[config.mk]
export PLATFORM = sky130hd
export DESIGN_NAME = tas_lock_requester
export DESIGN_NICKNAME = d
export VERILOG_FILES = /design/src/rtl/tas_lock_pkg.sv /design/src/rtl/tas_backoff.sv /design/src/rtl/tas_fsm.sv /design/src/rtl/tas_lock_requester.sv
export SDC_FILE = /design/constraint.sdc
export NUM_CORES = 1
export LEC_CHECK = 0
export BUFFER_PORTS_ARGS = -buffer_cell sky130_fd_sc_hd__buf_2
export CAP_MARGIN = 25
export CORE_ASPECT_RATIO = 0.7
export CORE_UTILIZATION = 58
export CTS_BUF_LIST = sky130_fd_sc_hd__clkbuf_16
export CTS_CLUSTER_DIAMETER = 40
export DETAILED_ROUTE_END_ITERATION = 6
export GPL_ROUTABILITY_DRIVEN = 0
export PLACE_DENSITY = 0.89
export SETUP_SLACK_MARGIN = 0.2
export SYNTH_ARGS = -nofsm -noshare
export SYNTH_HDL_FRONTEND = slang
export SYNTH_SLANG_ARGS = --single-unit
export TNS_END_PERCENT = 5
[constraint.sdc]
create_clock -name clk -period 5 [get_ports clk]
set_clock_uncertainty 0.15 [all_clocks]
set_input_delay 1.5 -clock clk [delete_from_list [all_inputs] [get_ports clk]]
set_output_delay 1.5 -clock clk [all_outputs]
set_load 0.05 [all_outputs]
[src/rtl/tas_lock_pkg.sv]
package tas_lock_pkg;
  typedef enum logic [1:0] {
    OP_READ  = 2'd0,
    OP_TAS   = 2'd1,
    OP_CLEAR = 2'd2
  } lock_op_e;

  typedef enum logic [2:0] {
    ST_IDLE,
    ST_RD_REQ,
    ST_RD_WAIT,
    ST_TAS_REQ,
    ST_TAS_WAIT,
    ST_PAUSE,
    ST_HELD,
    ST_CLR_REQ
  } eng_state_e;
endpackage

[src/rtl/tas_backoff.sv]
module tas_backoff #(
  parameter int DLY_W = 8
) (
  input  logic             clk,
  input  logic             rst_n,
  input  logic             start_i,
  input  logic             fail_i,
  input  logic [DLY_W-1:0] min_i,
  input  logic [DLY_W-1:0] max_i,
  output logic             expire_o
);
  localparam int WIDE = DLY_W + 1;
  localparam logic [DLY_W-1:0] ONE = {{(DLY_W-1){1'b0}}, 1'b1};

  logic [DLY_W-1:0] cur_q, cnt_q, eff_min, next_dly;
  logic [WIDE-1:0]  doubled;

  always_comb begin
    eff_min  = (min_i == '0) ? ONE : min_i;
    doubled  = {cur_q, 1'b0};
    next_dly = (doubled > {1'b0, max_i}) ? max_i : doubled[DLY_W-1:0];
    expire_o = (cnt_q == ONE);
  end

  always_ff @(posedge clk) begin
    if (!rst_n) begin
      cur_q <= ONE;
      cnt_q <= '0;
    end else if (start_i) begin
      cur_q <= eff_min;
      cnt_q <= '0;
    end else if (fail_i) begin
      cnt_q <= cur_q;
      cur_q <= next_dly;
    end else if (cnt_q != '0) begin
      cnt_q <= cnt_q - ONE;
    end
  end

  assert_cap_R6: assert property (@(posedge clk) disable iff (!rst_n)
    (fail_i && !start_i && (max_i >= cur_q)) |=> (cur_q <= $past(max_i)));

  assert_pause_loaded_R5: assert property (@(posedge clk) disable iff (!rst_n)
    (fail_i && !start_i) |=> (cnt_q != '0));
endmodule

[src/rtl/tas_fsm.sv]
module tas_fsm
  import tas_lock_pkg::*;
(
  input  logic       clk,
  input  logic       rst_n,
  input  logic       acquire_i,
  input  logic       release_i,
  input  logic       lk_req_ready_i,
  input  logic       lk_rsp_valid_i,
  input  logic       lk_rsp_flag_i,
  input  logic       expire_i,
  output logic       start_o,
  output logic       fail_o,
  output logic       granted_o,
  output logic       lk_req_valid_o,
  output logic [1:0] lk_req_op_o
);
  eng_state_e state_q, state_d;
  lock_op_e   op;

  always_comb begin
    state_d = state_q;
    start_o = 1'b0;
    fail_o  = 1'b0;
    unique case (state_q)
      ST_IDLE:     if (acquire_i) begin state_d = ST_RD_REQ; start_o = 1'b1; end
      ST_RD_REQ:   if (lk_req_ready_i) state_d = ST_RD_WAIT;
      ST_RD_WAIT:  if (lk_rsp_valid_i) state_d = lk_rsp_flag_i ? ST_RD_REQ : ST_TAS_REQ;
      ST_TAS_REQ:  if (lk_req_ready_i) state_d = ST_TAS_WAIT;
      ST_TAS_WAIT: if (lk_rsp_valid_i) begin
                     if (lk_rsp_flag_i) begin state_d = ST_PAUSE; fail_o = 1'b1; end
                     else begin state_d = ST_HELD; start_o = 1'b1; end
                   end
      ST_PAUSE:    if (expire_i) state_d = ST_RD_REQ;
      ST_HELD:     if (release_i) state_d = ST_CLR_REQ;
      ST_CLR_REQ:  if (lk_req_ready_i) state_d = ST_IDLE;
      default:     state_d = ST_IDLE;
    endcase
  end

  always_comb begin
    unique case (state_q)
      ST_TAS_REQ: op = OP_TAS;
      ST_CLR_REQ: op = OP_CLEAR;
      default:    op = OP_READ;
    endcase
    lk_req_op_o    = op;
    lk_req_valid_o = (state_q == ST_RD_REQ) || (state_q == ST_TAS_REQ) || (state_q == ST_CLR_REQ);
    granted_o      = (state_q == ST_HELD);
  end

  always_ff @(posedge clk) begin
    if (!rst_n) state_q <= ST_IDLE;
    else        state_q <= state_d;
  end

  assert_req_hold_R8: assert property (@(posedge clk) disable iff (!rst_n)
    (lk_req_valid_o && !lk_req_ready_i) |=> (lk_req_valid_o && $stable(lk_req_op_o)));

  assert_grant_keep_R4: assert property (@(posedge clk) disable iff (!rst_n)
    (granted_o && !release_i) |=> granted_o);

  assert_busy_reread_R3: assert property (@(posedge clk) disable iff (!rst_n)
    (state_q == ST_RD_WAIT && lk_rsp_valid_i && lk_rsp_flag_i)
      |=> (lk_req_valid_o && lk_req_op_o == OP_READ && !granted_o));

  assert_release_clear_R9: assert property (@(posedge clk) disable iff (!rst_n)
    (granted_o && release_i) |=> (lk_req_valid_o && lk_req_op_o == OP_CLEAR && !granted_o));

  assert_first_read_R2: assert property (@(posedge clk) disable iff (!rst_n)
    (state_q == ST_IDLE && acquire_i) |=> (lk_req_valid_o && lk_req_op_o == OP_READ));

  assert_after_reset_R1: assert property (@(posedge clk)
    $rose(rst_n) |-> (!granted_o && !lk_req_valid_o));
endmodule

[src/rtl/tas_lock_requester.sv]
module tas_lock_requester #(
  parameter int DLY_W = 8
) (
  input  logic             clk,
  input  logic             rst_n,
  input  logic             acquire_i,
  input  logic             release_i,
  output logic             granted_o,
  input  logic [DLY_W-1:0] min_delay_i,
  input  logic [DLY_W-1:0] max_delay_i,
  output logic             lk_req_valid_o,
  input  logic             lk_req_ready_i,
  output logic [1:0]       lk_req_op_o,
  input  logic             lk_rsp_valid_i,
  input  logic             lk_rsp_flag_i
);
  logic start_w, fail_w, expire_w;

  tas_fsm u_fsm (
    .clk            (clk),
    .rst_n          (rst_n),
    .acquire_i      (acquire_i),
    .release_i      (release_i),
    .lk_req_ready_i (lk_req_ready_i),
    .lk_rsp_valid_i (lk_rsp_valid_i),
    .lk_rsp_flag_i  (lk_rsp_flag_i),
    .expire_i       (expire_w),
    .start_o        (start_w),
    .fail_o         (fail_w),
    .granted_o      (granted_o),
    .lk_req_valid_o (lk_req_valid_o),
    .lk_req_op_o    (lk_req_op_o)
  );

  tas_backoff #(.DLY_W(DLY_W)) u_backoff (
    .clk      (clk),
    .rst_n    (rst_n),
    .start_i  (start_w),
    .fail_i   (fail_w),
    .min_i    (min_delay_i),
    .max_i    (max_delay_i),
    .expire_o (expire_w)
  );

  assert_pause_quiet_R5: assert property (@(posedge clk) disable iff (!rst_n)
    fail_w |=> !lk_req_valid_o);
endmodule

=== Yosys cells after proc, flatten, opt, wreduce, memory -nomap -nowiden ===
Cells that the tools add are included.

* Register bits: 19
* Input bits: 23
* Output and inout bits: 4
* Word-level logic and storage cells: 56

* $add $sub $neg: 1
* Order comparisons: 1
* Equality and inequality tests: 16
* Muxes and demuxes: 25
* Bitwise gates (word level): 1
* Reductions and logical operators: 9

{| class="wikitable"
|+ Operator list
! cell !! number
|-
| $mux 8 || 6
|-
| $mux 3 || 8
|-
| $pmux 3 s8 || 1
|-
| $ne 2x2->1 const B || 8
|-
| $eq 3x3->1 const B || 4
|-
| $gt 9x8->1 || 1
|-
| $eq 8x1->1 const B || 1
|-
| $logic_not 8->1 || 1
|-
| $reduce_and 8->1 || 1
|-
| $reduce_bool 8->1 || 1
|-
| $sub 8x1->8 const B || 1
|-
| $eq 3x2->1 const B || 2
|-
| $mux 1 || 6
|-
| $mux 2 || 2
|-
| $pmux 2 s2 || 1
|-
| $reduce_bool 2->1 || 2
|-
| $eq 3x1->1 const B || 1
|-
| $logic_not 3->1 || 1
|-
| $logic_or 1x1->1 || 2
|-
| $pmux 1 s2 || 1
|-
| $reduce_or 2->1 || 1
|-
| $not 1->1 || 1
|}

=== Longest topological paths before layout ===
Gate-level depths: netlist of the first run.

* Depth after elaboration: 5
* Mapped depth: 7
* Depth with buffers taken out: 7

=== By module ===
From an unflattened synthesis of the first run, not the netlist that was laid out.

* Cell total of the unflattened synthesis: 168
* Area, all modules: 1372.6 µm²

{| class="wikitable"
|+ By module, submodules not included
! module !! instances !! cells each !! area an instance (µm²) !! seq. area each (µm²)
|-
| tas_backoff || 1 || 132 || 1097.3 || 320.3
|-
| tas_fsm || 1 || 36 || 275.3 || 60.1
|}

=== Worst setup path after synthesis of the first run ===
No wires, ideal clock.

* Path kind: input to register
* From: input max_delay_i[6]
* To: register u_backoff.cur_q[1]
* Library setup time: 0.133 ns
* Arrival: 3.082 ns
* Data required time: 4.717 ns
* Path slack: 1.635 ns
* Stages on the path: 7
* Path buffers: 0
* Cells stage by stage: inv_1 > ha_1 > nand4b_1 > or4_1 > and3_1 > a222oi_1 > o21ai_0

* Cells in the longest elaborated chain, start to end: 4

{| class="wikitable"
|+ RTL lines
! what !! RTL line !! text
|-
| start: declaration || tas_lock_requester.sv:10 || <nowiki>input logic [DLY_W-1:0] max_delay_i,</nowiki>
|-
| $gt 9x8->1 || tas_backoff.sv:21 || <nowiki>next_dly = (doubled > {1'b0, max_i}) ? max_i : doubled[DLY_W-1:0];</nowiki>
|-
| $mux 8 || tas_backoff.sv:21 ||
|-
| $mux 8 || tas_backoff.sv:32 || <nowiki>end else if (fail_i) begin</nowiki>
|-
| $mux 8 || tas_backoff.sv:29 || <nowiki>end else if (start_i) begin</nowiki>
|-
| end signal: assignment || tas_backoff.sv:30 || <nowiki>cur_q <= eff_min;</nowiki>
|-
| end signal: assignment || tas_backoff.sv:34 || <nowiki>cur_q <= next_dly;</nowiki>
|-
| end: declaration || tas_backoff.sv:15 || <nowiki>logic [DLY_W-1:0] cur_q, cnt_q, eff_min, next_dly;</nowiki>
|}

No other way between the ends. The select of a mux whose other input is x is not followed.
A chain may end at the register's enable or synchronous reset.

=== Worst setup path in the final report of the first run ===
* From: input max_delay_i[6]
* To: register u_backoff.cur_q[3]

Same word-level chain as after synthesis.

==> results of run 1 <==
final cells by class:
cell class              count  area, um2
flip-flops and latches     19        380
clock inverters             1       5.00
fillers                   161        450
well taps                  30       37.5
inverters                  13       48.8
multi-input cells         123        850
clock buffers               3       75.1
repair buffers             27        138
synthesized netlist by cell type, drive strengths merged, types with 2 or more instances:
library cell and count:
nand2b 2, a222oi 7, and2 2, nor2b 2, o21a 2, xnor2 4, and3 9, o211ai 2
nor2 10, inv 13, a211oi 9, ha 9, nor4 2, nor3 5, o21ai 13, or3 2
clkbuf 7, dfxtp 19, nand2 19, or4 4, a21oi 5
per-stage QoR:
stage | cells | instance area [um2] | setup slack, ns
3_5_place_dp | 212 | 1450 | 1.30
5_1_grt | 216 | 1530 | 1.39
6_report | 216 | 1530 | 1.52
2_1_floorplan | 162 | 1310 | 1.64
4_1_cts | 216 | 1530 | 1.53
3_3_place_gp | 212 | 1450 | 1.42
kinds of logic after synthesis:
family          Yosys count
simple gates             63
compound gates           45
buf+inv                  20
flops                    19
fa+ha+maj                 9
xor+xnor                  5
mux                       1
sequential cells by signal (all words and copies together) (netlist names):
signal,count
u_fsm.state_q,3
u_backoff.cnt_q,8
u_backoff.cur_q,8
power by group through the flow:
stage | registers (uW) | logic (uW) | clock network [uW]
floorplan | 221 | 255 | 0
global placement | 236 | 290 | 0
detailed placement | 239 | 308 | 0
CTS | 237 | 315 | 171
global route | 244 | 344 | 181
finish | 238 | 318 | 170
worst reg2reg max path: stages, from the launching register on:
cell	delay, ns
sky130_fd_sc_hd__dfxtp_1	0.34
sky130_fd_sc_hd__ha_1	0.30
sky130_fd_sc_hd__nand4b_1	0.14
sky130_fd_sc_hd__or4_1	0.65
sky130_fd_sc_hd__and3_1	0.25
sky130_fd_sc_hd__a222oi_1	0.36
sky130_fd_sc_hd__o21ai_0	0.14
placed cells by master (no fill, tap or decap), types with 3 or more instances in the layout:
master,synthesis,routed
sky130_fd_sc_hd__buf_2,0,26
sky130_fd_sc_hd__a21oi_1,5,5
sky130_fd_sc_hd__and3_1,8,8
sky130_fd_sc_hd__clkbuf_16,0,3
sky130_fd_sc_hd__inv_1,13,13
sky130_fd_sc_hd__o21ai_0,11,11
sky130_fd_sc_hd__nand2_1,19,19
sky130_fd_sc_hd__a222oi_1,7,7
sky130_fd_sc_hd__dfxtp_1,19,19
sky130_fd_sc_hd__a211oi_1,9,9
sky130_fd_sc_hd__nor3_1,5,5
sky130_fd_sc_hd__ha_1,9,9
sky130_fd_sc_hd__xnor2_1,4,4
sky130_fd_sc_hd__nor2_1,10,10
metal layers:
| layer | wire length [um] | part of all wire |
|---|---|---|
| met2 | 1610 | 0.46 |
| met5 | 0 | 0 |
| met3 | 300 | 0.085 |
| met1 | 1510 | 0.43 |
| met4 | 116 | 0.033 |
how the worst min path moves through the flow:
stage | start | endpoint | slack [ns]
5_1_grt | u_backoff.cur_q[3] | u_backoff.cur_q[4] | 0.38
2_1_floorplan | u_backoff.cur_q[0] | u_backoff.cur_q[1] | 0.30
3_5_place_dp | u_backoff.cur_q[0] | u_backoff.cur_q[1] | 0.34
3_3_place_gp | u_backoff.cur_q[0] | u_backoff.cur_q[1] | 0.32
6_report | u_backoff.cur_q[0] | u_backoff.cur_q[1] | 0.34
4_1_cts | u_backoff.cur_q[0] | u_backoff.cur_q[1] | 0.34
==> insert_results.sql, run 1 <==
INSERT INTO impl_metrics (metric_group, metric, value, unit) VALUES
('clocking', 'clock_path_buffers', '2', ''),
('drt', 'totalWireLength', '3540', 'um'),
('clocking', 'cts_hold_repair.buffers', '0', ''),
('logic_synthesis', 'post_synthesis_instance_total', '162', ''),
('power', 'cellInternalPower', '446', 'uW'),
('logic_synthesis', 'async_reset_ff_frac', '0', ''),
('timing', 'final_critical_period', '3.48', 'ns'),
('clocking', 'clk_root_buffer_cell', 'sky130_fd_sc_hd__clkbuf_16', ''),
('clocking', 'tritoncts.num_buffers', '3', ''),
('clocking', 'clock_sink_count', '19', ''),
('critical_path', 'critPathBufInv', '2', ''),
('logic_synthesis', 'synth_flop_cell', 'sky130_fd_sc_hd__dfxtp_1', ''),
('floorplan', 'io-pin-count', '27', ''),
('min_path', 'hold_path_depth', '2', ''),
('clocking', 'clock_insertion_delay_worst_skew', '0.26', 'ns'),
('logic_synthesis', 'synth_area_in_simple_gates', '0.261', ''),
('drt', 'drtAntennaViolNets', '0', ''),
('floorplan', 'chipHeight', '41.7', 'um'),
('timing', 'worst_slew_pin_slew', '0.636', 'ns'),
('timing', 'hold_viol_final', '0', ''),
('drt', 'post_drt_via_cell_ratio', '6.51', ''),
('logic_synthesis', 'synth-adder-area-share', '0.0863', ''),
('global_route', 'grt_util_met3', '0.0872', ''),
('clocking', 'post_cts.resized_instances', '0', ''),
('global_route', 'grt_pass1_wl', '5900', 'um'),
('critical_path', 'cells_along_the_critical_path', 'buf_2 -> inv_1 -> ha_1 -> nand4b_1 -> or4_1 -> and3_1 -> a222oi_1 -> o21ai_0', ''),
('logic_synthesis', 'main_combinational_cell_family_by_area_after_synthesis', 'simple AND/OR/NAND/NOR gates', ''),
('floorplan', 'floorplan.die.width', '58.7', 'um'),
('clocking', 'cts_setup_buffers', '0', ''),
('critical_path', 'r2r-end', 'u_backoff.cur_q[3]', ''),
('logic_synthesis', 'yosys.area_share.xor_xnor', '0.0336', ''),
('critical_path', 'cell_with_the_biggest_individual_delay_on_the_critical_path', 'sky130_fd_sc_hd__or4_1', ''),
('drt', 'routed_wire_length_per_instance', '16.4', 'um'),
('global_route', 'first_global_vias', '1306', ''),
('floorplan', 'initial_utilization', '0.658', ''),
('timing', 'timing.setup.tns', '0', 'ns'),
('global_route', 'grt_start_max_net_pins', '15', ''),
('drt', 'drc_errors', '0', ''),
('floorplan', 'dieArea', '0.00245', 'mm2'),
('critical_path', 'startpoint', 'max_delay_i[6]', ''),
('cells_and_area', 'final_util', '0.773', ''),
('critical_path', 'required', '4.97', 'ns'),
('power', 'pwr_density_cell', '474', 'mW/mm2'),
('critical_path', 'rr_worst_depth', '6', ''),
('logic_synthesis', 'muxShareOfSynthArea', '0.0173', ''),
('logic_synthesis', 'synth_enable_flop_cells', '0', ''),
('placement', 'dp.final_hpwl', '2540', 'um'),
('power', 'power.ir.vdd_worst', '237', 'uV'),
('flow_run', 'max_cap_viol_count', '0', ''),
('clocking', 'clk_pin_slew_worst_paths', '0.05', 'ns'),
('global_route', 'globalRoute.busiestLayer', 'met2', ''),
('critical_path', 'worst-path-stages', '8', ''),
('power', 'pwr-share-comb', '0.438', ''),
('drt', 'drtIter0Drc', '137', ''),
('logic_synthesis', 'syn_area', '0.00131', 'mm2'),
('timing', 'fmax', '287', 'MHz'),
('logic_synthesis', 'synth_largest_type_area_fraction', '0.291', ''),
('logic_synthesis', 'synth_seq_area_share', '0.291', ''),
('critical_path', 'ff2ff_setup_slack', '2.52', 'ns'),
('logic_synthesis', 'synth_top_cells_by_area', 'sky130_fd_sc_hd__dfxtp_1, sky130_fd_sc_hd__ha_1, sky130_fd_sc_hd__nand2_1', ''),
('logic_synthesis', 'synth.distinct_cells', '40', ''),
('drt', 'drt_pre_antenna_iters', '5', ''),
('outcome', 'status', 'complete, no violations', ''),
('power', 'power.sequential.fraction', '0.328', ''),
('critical_path', 'cp-end-kind', 'flip-flop', ''),
('timing', 'setup_viol', '0', ''),
('critical_path', 'critical_path_peak_fanout', '7', ''),
('global_route', 'globalRouteOverflowTotal', '0', ''),
('logic_synthesis', 'yosys_warnings', '0', ''),
('global_route', 'groute.layer.met1.usage', '0.400', ''),
('global_route', 'grt_antenna_before_repair', '0', '');
(Power assumes the default switching activity.)
==> run 2, diff against run 1 <==
--- a/config.mk
+++ b/config.mk
@@ -8,12 +8,12 @@
 export BUFFER_PORTS_ARGS = -buffer_cell sky130_fd_sc_hd__buf_2
 export CAP_MARGIN = 25
 export CORE_ASPECT_RATIO = 0.7
-export CORE_UTILIZATION = 58
+export CORE_UTILIZATION = 49
 export CTS_BUF_LIST = sky130_fd_sc_hd__clkbuf_16
 export CTS_CLUSTER_DIAMETER = 40
 export DETAILED_ROUTE_END_ITERATION = 6
 export GPL_ROUTABILITY_DRIVEN = 0
-export PLACE_DENSITY = 0.89
+export PLACE_DENSITY = 0.8
 export SETUP_SLACK_MARGIN = 0.2
 export SYNTH_ARGS = -nofsm -noshare
 export SYNTH_HDL_FRONTEND = slang
==> constraint.sdc (replaced) <==
create_clock -name clk -period 3.2 [get_ports clk]
set_clock_uncertainty 0.15 [all_clocks]
set_input_delay 0.96 -clock clk [delete_from_list [all_inputs] [get_ports clk]]
set_output_delay 0.96 -clock clk [all_outputs]
set_load 0.05 [all_outputs]
==> run 2 against run 1 <==
- register-to-register slack got worse by 1.7 ns
- critical path depth unchanged
- via count decreased by 6.2%
- core utilization shrank 16 points
- sequential power is 57% higher
- first-iteration DRC count down 31%
- cell area increased by 0.33%
- hold slack improved by 0.0059 ns
- worst setup slack got worse by 1.1 ns
==> insert_results.sql, run 2 (synthesized netlist as in run 1, its figures left out) <==
INSERT INTO impl_metrics (metric_group, metric, value, unit) VALUES
('clocking', 'htree_levels', '1', ''),
('timing', 'slew_violations', '0', ''),
('timing', 'worst_slew_pin_slew', '0.634', 'ns'),
('floorplan', 'dieArea', '0.00288', 'mm2'),
('power', 'pwr_density_cell', '730', 'mW/mm2'),
('drt', 'post_drt_via_cell_ratio', '6.00', ''),
('global_route', 'first_global_vias', '1088', ''),
('placement', 'numPortBuffers', '26', ''),
('timing', 'fmax', '354', 'MHz'),
('critical_path', 'rr_worst_depth', '6', ''),
('timing', 'hold_viol_final', '0', ''),
('critical_path', 'cp-end-kind', 'flip-flop', ''),
('clocking', 'cts_tree', 'done', ''),
('placement', 'dp.final_hpwl', '2470', 'um'),
('global_route', 'grt_antenna_before_repair', '0', ''),
('clocking', 'cts_hold_repair.buffers', '0', ''),
('clocking', 'clock_path_buffers', '2', ''),
('cells_and_area', 'drive_above_1_share', '0.204', ''),
('cells_and_area', 'multi_input_comb_area', '850', 'um2'),
('power', 'leak', '0.000706', 'uW'),
('cells_and_area', 'filler_cell_count', '216', ''),
('clocking', 'clock_insertion_delay_worst_skew', '0.25', 'ns'),
('floorplan', 'num_rows', '15', ''),
('floorplan', 'area_inside_the_core_boundary', '0.00250', 'mm2'),
('floorplan', 'io-pin-count', '27', ''),
('clocking', 'cts_setup_buffers', '0', ''),
('drt', 'drt_pre_antenna_iters', '6', ''),
('flow_run', 'max_cap_viol_count', '0', ''),
('drt', 'count_of_vias_placed_by_the_detailed_router', '1319', ''),
('min_path', 'min_delay_worst_type', 'reg -> reg', ''),
('critical_path', 'crit_path_start_kind', 'primary input', ''),
('timing', 'timing.setup.tns', '0', 'ns'),
('clocking', 'post_cts.resized_instances', '0', ''),
('drt', 'totalWireLength', '3260', 'um'),
('floorplan', 'initial_utilization', '0.523', ''),
('drt', 'drtIter0Drc', '95', ''),
('timing', 'timing.final.ws_setup', '0.377', 'ns'),
('cells_and_area', 'reg.largest.list', 'u_backoff.cnt_q (8), u_backoff.cur_q (8), u_fsm.state_q (3)', ''),
('drt', 'drtAntennaViolNets', '0', ''),
('timing', 'whs', '0.345', 'ns'),
('global_route', 'grt_start_max_net_pins', '15', ''),
('cells_and_area', 'area_added_between_synthesis_and_finish', '17.9', '%'),
('power', 'power.ir.vdd_worst', '340', 'uV'),
('cells_and_area', 'most-common-layout-cells', 'sky130_fd_sc_hd__buf_2, sky130_fd_sc_hd__nand2_1, sky130_fd_sc_hd__dfxtp_1, sky130_fd_sc_hd__inv_1, sky130_fd_sc_hd__o21ai_0', ''),
('floorplan', 'chipHeight', '45.2', 'um'),
('timing', 'crit_share_post_route', '0.882', ''),
('global_route', 'grt_pass1_wl', '5270', 'um'),
('floorplan', 'floorplan.die.width', '63.7', 'um'),
('critical_path', 'worst-setup-path-type', 'in -> reg', ''),
('clocking', 'tritoncts.num_buffers', '3', ''),
('timing', 'setup_viol', '0', ''),
('cells_and_area', 'finish.net_count', '219', ''),
('power', 'post-layout-total-power', '1120', 'uW'),
('clocking', 'clk_root_buffer_cell', 'sky130_fd_sc_hd__clkbuf_16', ''),
('global_route', 'globalRouteOverflowTotal', '0', ''),
('cells_and_area', 'final-seq-area', '380', 'um2'),
('placement', 'post-place-ws', '0.125', 'ns'),
('min_path', 'hold_path_depth', '2', ''),
('cells_and_area', 'final_util', '0.617', ''),
('outcome', 'status', 'complete, no violations', ''),
('global_route', 'grt_util_all_layers', '0.241', ''),
('clocking', 'clock_sink_count', '19', ''),
('critical_path', 'crit_arrival', '2.79', 'ns'),
('timing', 'final_critical_period', '2.82', 'ns'),
('timing', 'slew_headroom', '0.575', ''),
('critical_path', 'critical_path_peak_fanout', '7', ''),
('cells_and_area', 'diodes', '0', ''),
('clocking', 'clk_pin_slew_worst_paths', '0.05', 'ns'),
('timing', 'unrepaired_setup_endpoints_after_global_routing', 'no', ''),
('critical_path', 'required', '3.17', 'ns'),
('cells_and_area', 'most_common_library_cell_in_the_layout_ignoring_fill_and_taps', 'sky130_fd_sc_hd__buf_2', ''),
('drt', 'drc_errors', '0', ''),
('drt', 'routed_wire_length_per_instance', '14.8', 'um');
[run 2: report_power, final]
group | switching (uW) | internal, uW
sequential | 76.8 | 296
combinational | 261 | 233
clock | 89.2 | 168
[run 2: area by class of cell]
cell class,instances,area share
clock buffer,3,0.0488
clock inverter,1,0.00325
inverter,13,0.0317
multi-input combinational,123,0.552
sequential,19,0.247
tap,34,0.0276
timing repair buffer,27,0.0894
[run 2: path summary, 6_finish.rpt]
check,slack [ns],endpoint,startpoint
max,0.38,u_backoff.cur_q[6],max_delay_i[6]
min,0.34,u_backoff.cur_q[1],u_backoff.cur_q[0]
max reg2reg,0.84,u_backoff.cur_q[6],u_backoff.cur_q[5]
min reg2reg,0.34,u_backoff.cur_q[1],u_backoff.cur_q[0]
[run 2: metrics by stage]
stage,instances,instance area (um2)
after global routing,220,1540
after CTS,220,1540
after floorplan,162,1310
after global placement,216,1460
final,220,1540
after detailed placement,216,1460
[run 2: worst max-delay path: stages]
cell	delay, ns
sky130_fd_sc_hd__buf_2	0.09
sky130_fd_sc_hd__inv_1	0.04
sky130_fd_sc_hd__ha_1	0.28
sky130_fd_sc_hd__nand4b_1	0.14
sky130_fd_sc_hd__or4_1	0.62
sky130_fd_sc_hd__and3_1	0.23
sky130_fd_sc_hd__a222oi_1	0.31
sky130_fd_sc_hd__o21ai_0	0.13
[run 2: metal layers]
metal / vias up / GRT usage / part of all wire
met2: 47 / 0.377 / 0.45
met3: 7 / 0.0530 / 0.060
met1: 606 / 0.342 / 0.48
met4: 0 / 0.0545 / 0.010
met5: - / 0 / 0
li1: 659 / - / -
==> run 3, diff against run 2 <==
--- a/config.mk
+++ b/config.mk
@@ -8,12 +8,13 @@
 export BUFFER_PORTS_ARGS = -buffer_cell sky130_fd_sc_hd__buf_2
 export CAP_MARGIN = 25
 export CORE_ASPECT_RATIO = 0.7
+export CORE_MARGIN = 3
 export CORE_UTILIZATION = 49
 export CTS_BUF_LIST = sky130_fd_sc_hd__clkbuf_16
 export CTS_CLUSTER_DIAMETER = 40
 export DETAILED_ROUTE_END_ITERATION = 6
 export GPL_ROUTABILITY_DRIVEN = 0
-export PLACE_DENSITY = 0.8
+export PLACE_DENSITY = 0.78
 export SETUP_SLACK_MARGIN = 0.2
 export SYNTH_ARGS = -nofsm -noshare
 export SYNTH_HDL_FRONTEND = slang
==> constraint.sdc (replaced) <==
create_clock -name clk -period 3.2 [get_ports clk]
set_clock_uncertainty 0.15 [all_clocks]
set_input_delay 0 -clock clk [delete_from_list [all_inputs] [get_ports clk]]
set_output_delay 0 -clock clk [all_outputs]
set_load 0.05 [all_outputs]
==> run 3 against run 2 <==
- cell area rose by 9.8%
- hold slack got worse by 0.33 ns
- maximum frequency fell by 1.0%
- total power rose by 0.69%
- count of clock-buffer cells in the layout did not move
- die area rose by 16%
- first-iteration DRC count rose by 41%
- flip-flop and latch count did not move
- sequential power barely moved
- sequential share of layout area fell by 2.2 points
- register-to-register slack got worse by 0.49 ns
- largest cell class unchanged
==> insert_results.sql, run 3 (synthesized netlist as in run 1, its figures left out) <==
INSERT INTO impl_metrics (metric_group, metric, value, unit) VALUES
('drt', 'count_of_vias_placed_by_the_detailed_router', '1389', ''),
('placement', 'dp.final_hpwl', '2540', 'um'),
('power', 'power.ir.vdd_worst', '432', 'uV'),
('floorplan', 'io-pin-count', '27', ''),
('cells_and_area', 'diodes', '0', ''),
('critical_path', 'timing.critical_path.slowest_cell_delay', '0.61', 'ns'),
('timing', 'hold_viol_final', '0', ''),
('cells_and_area', 'area_added_between_synthesis_and_finish', '29.5', '%'),
('critical_path', 'cells_along_the_critical_path', 'ha_1 -> nand4b_1 -> or4_4 -> and3_1 -> a222oi_1 -> dlygate4sd3_1 -> o21ai_1', ''),
('cells_and_area', 'reg.largest.list', 'u_backoff.cnt_q (8), u_backoff.cur_q (8), u_fsm.state_q (3)', ''),
('power', 'leak', '0.000760', 'uW'),
('floorplan', 'num_rows', '14', ''),
('cells_and_area', 'count_of_non_filler_cells_in_the_finished_layout', '233', ''),
('placement', 'numPortBuffers', '26', ''),
('clocking', 'clock_path_buffers', '2', ''),
('timing', 'slew_headroom', '0.549', ''),
('global_route', 'grt_util_all_layers', '0.230', ''),
('timing', 'unrepaired_setup_endpoints_after_global_routing', 'no', ''),
('floorplan', 'chipHeight', '49.2', 'um'),
('min_path', 'min_delay_worst_type', 'in -> reg', ''),
('timing', 'slew_violations', '0', ''),
('drt', 'drt_pre_antenna_iters', '5', ''),
('power', 'pwr_density_cell', '669', 'mW/mm2'),
('floorplan', 'initial_utilization', '0.560', ''),
('cells_and_area', 'most_common_library_cell_in_the_layout_ignoring_fill_and_taps', 'sky130_fd_sc_hd__buf_2', ''),
('clocking', 'tritoncts.num_buffers', '3', ''),
('global_route', 'first_global_vias', '1267', ''),
('critical_path', 'cp-end-kind', 'flip-flop', ''),
('clocking', 'clock_insertion_delay_worst_skew', '0.25', 'ns'),
('cells_and_area', 'most-common-layout-cells', 'sky130_fd_sc_hd__buf_2, sky130_fd_sc_hd__nand2_1, sky130_fd_sc_hd__dfxtp_1, sky130_fd_sc_hd__dlygate4sd3_1, sky130_fd_sc_hd__inv_1', ''),
('cells_and_area', 'drive_above_1_share', '0.194', ''),
('critical_path', 'crit_path_start_kind', 'flip-flop', ''),
('timing', 'worst_slew_pin_slew', '0.672', 'ns'),
('cells_and_area', 'filler_cell_count', '182', ''),
('placement', 'place.detailed.instances', '214', ''),
('floorplan', 'floorplan.die.width', '67.7', 'um'),
('critical_path', 'critical_path_peak_fanout', '7', ''),
('clocking', 'clock_sink_count', '19', ''),
('global_route', 'grt_pass1_wl', '5870', 'um'),
('clocking', 'cts_setup_buffers', '0', ''),
('outcome', 'status', 'complete, no violations', ''),
('critical_path', 'cell_with_the_biggest_individual_delay_on_the_critical_path', 'sky130_fd_sc_hd__dlygate4sd3_1', ''),
('cells_and_area', 'finish.net_count', '234', ''),
('critical_path', 'worst-setup-path-type', 'reg -> reg', ''),
('critical_path', 'required', '3.18', 'ns'),
('timing', 'crit_share_post_route', '0.891', ''),
('timing', 'setup_viol', '0', ''),
('clocking', 'clk_root_buffer_cell', 'sky130_fd_sc_hd__clkbuf_16', ''),
('timing', 'timing.setup.tns', '0', 'ns'),
('drt', 'post_drt_via_cell_ratio', '5.96', ''),
('drt', 'drtIter0Drc', '134', ''),
('clocking', 'htree_levels', '1', ''),
('clocking', 'cts_tree', 'done', ''),
('global_route', 'globalRouteOverflowTotal', '0', ''),
('drt', 'drc_errors', '0', ''),
('floorplan', 'dieArea', '0.00333', 'mm2'),
('global_route', 'grt_start_max_net_pins', '15', ''),
('timing', 'fmax', '351', 'MHz'),
('critical_path', 'ff2ff_setup_slack', '0.35', 'ns'),
('floorplan', 'area_inside_the_core_boundary', '0.00233', 'mm2'),
('timing', 'whs', '0.0137', 'ns'),
('clocking', 'clk_pin_slew_worst_paths', '0.06', 'ns'),
('drt', 'routed_wire_length_per_instance', '15.3', 'um'),
('global_route', 'grt_antenna_before_repair', '0', ''),
('drt', 'totalWireLength', '3560', 'um'),
('flow_run', 'max_cap_viol_count', '0', ''),
('timing', 'final_critical_period', '2.85', 'ns'),
('drt', 'drtAntennaViolNets', '0', ''),
('critical_path', 'crit_arrival', '2.84', 'ns');
==> run 3: cell types whose count changed in the layout (fill, tap and decap cells not counted), sizes merged <==
cell / previous run / this run
dlygate4sd3: 0 / 15
==> run 3: area by class of cell <==
type | instances | area, um2 | share of cell area
clock inverter | 1 | 5.00 | 0.00296
clock buffer | 3 | 75.1 | 0.0444
inverter | 13 | 48.8 | 0.0289
timing repair buffer | 42 | 288 | 0.170
multi-input combinational | 123 | 853 | 0.505
sequential | 19 | 380 | 0.225
tap | 32 | 40.0 | 0.0237
==> run 3: layer usage <==
| metal | vias up | track usage | routed length [um] |
|---|---|---|---|
| met5 | - | 0 | 0 |
| met4 | 0 | 0.0640 | 27 |
| met3 | 4 | 0.0622 | 241 |
| met2 | 52 | 0.328 | 1590 |
| met1 | 643 | 0.332 | 1700 |
| li1 | 690 | - | - |
==> run 3: path summary, 6_finish.rpt <==
check	from	depth (start not counted)	endpoint
setup reg to reg	u_backoff.cur_q[5]	7	u_backoff.cur_q[5]
hold reg to reg	u_backoff.cur_q[0]	2	u_backoff.cur_q[1]
hold / removal	max_delay_i[7]	4	u_backoff.cur_q[7]
setup / recovery	u_backoff.cur_q[5]	7	u_backoff.cur_q[5]
==> run 3: report_power, final <==
group	leakage [uW]	total (uW)	switching (uW)	internal (uW)
Sequential	0.000156	370	73.4	296
Clock	0.0000409	260	92.8	168
Combinational	0.000563	501	252	249
==> run 3: metrics by stage <==
stage / cell area [um2] / total power [uW] / util / setup slack, ns
floorplan: 1310 / 744 / - / 1.04
global placement: 1460 / 831 / 0.625 / 0.909
detailed placement: 1460 / 845 / 0.625 / 0.821
CTS: 1690 / 1130 / 0.724 / 0.332
global route: 1690 / 1210 / 0.726 / 0.269
finish: 1690 / 1130 / 0.726 / 0.348
==> run 3: repair_timing <==
item                       4_1_cts  5_1_grt
hold endpoints to repair        14        0
resized for setup                0        1
setup endpoints to repair        0        2
hold buffers                    15        0
==> run 3: worst max-delay path, delay by kind of cell, from the launching register on <==
kind	cells	cell delay, ns
buffers and inverters	1	0.61
flip-flops	1	0.34
AO/OA/AOI/OAI	2	0.39
adder cells (fa/ha/maj)	1	0.30
AND/OR/NAND/NOR	3	0.95
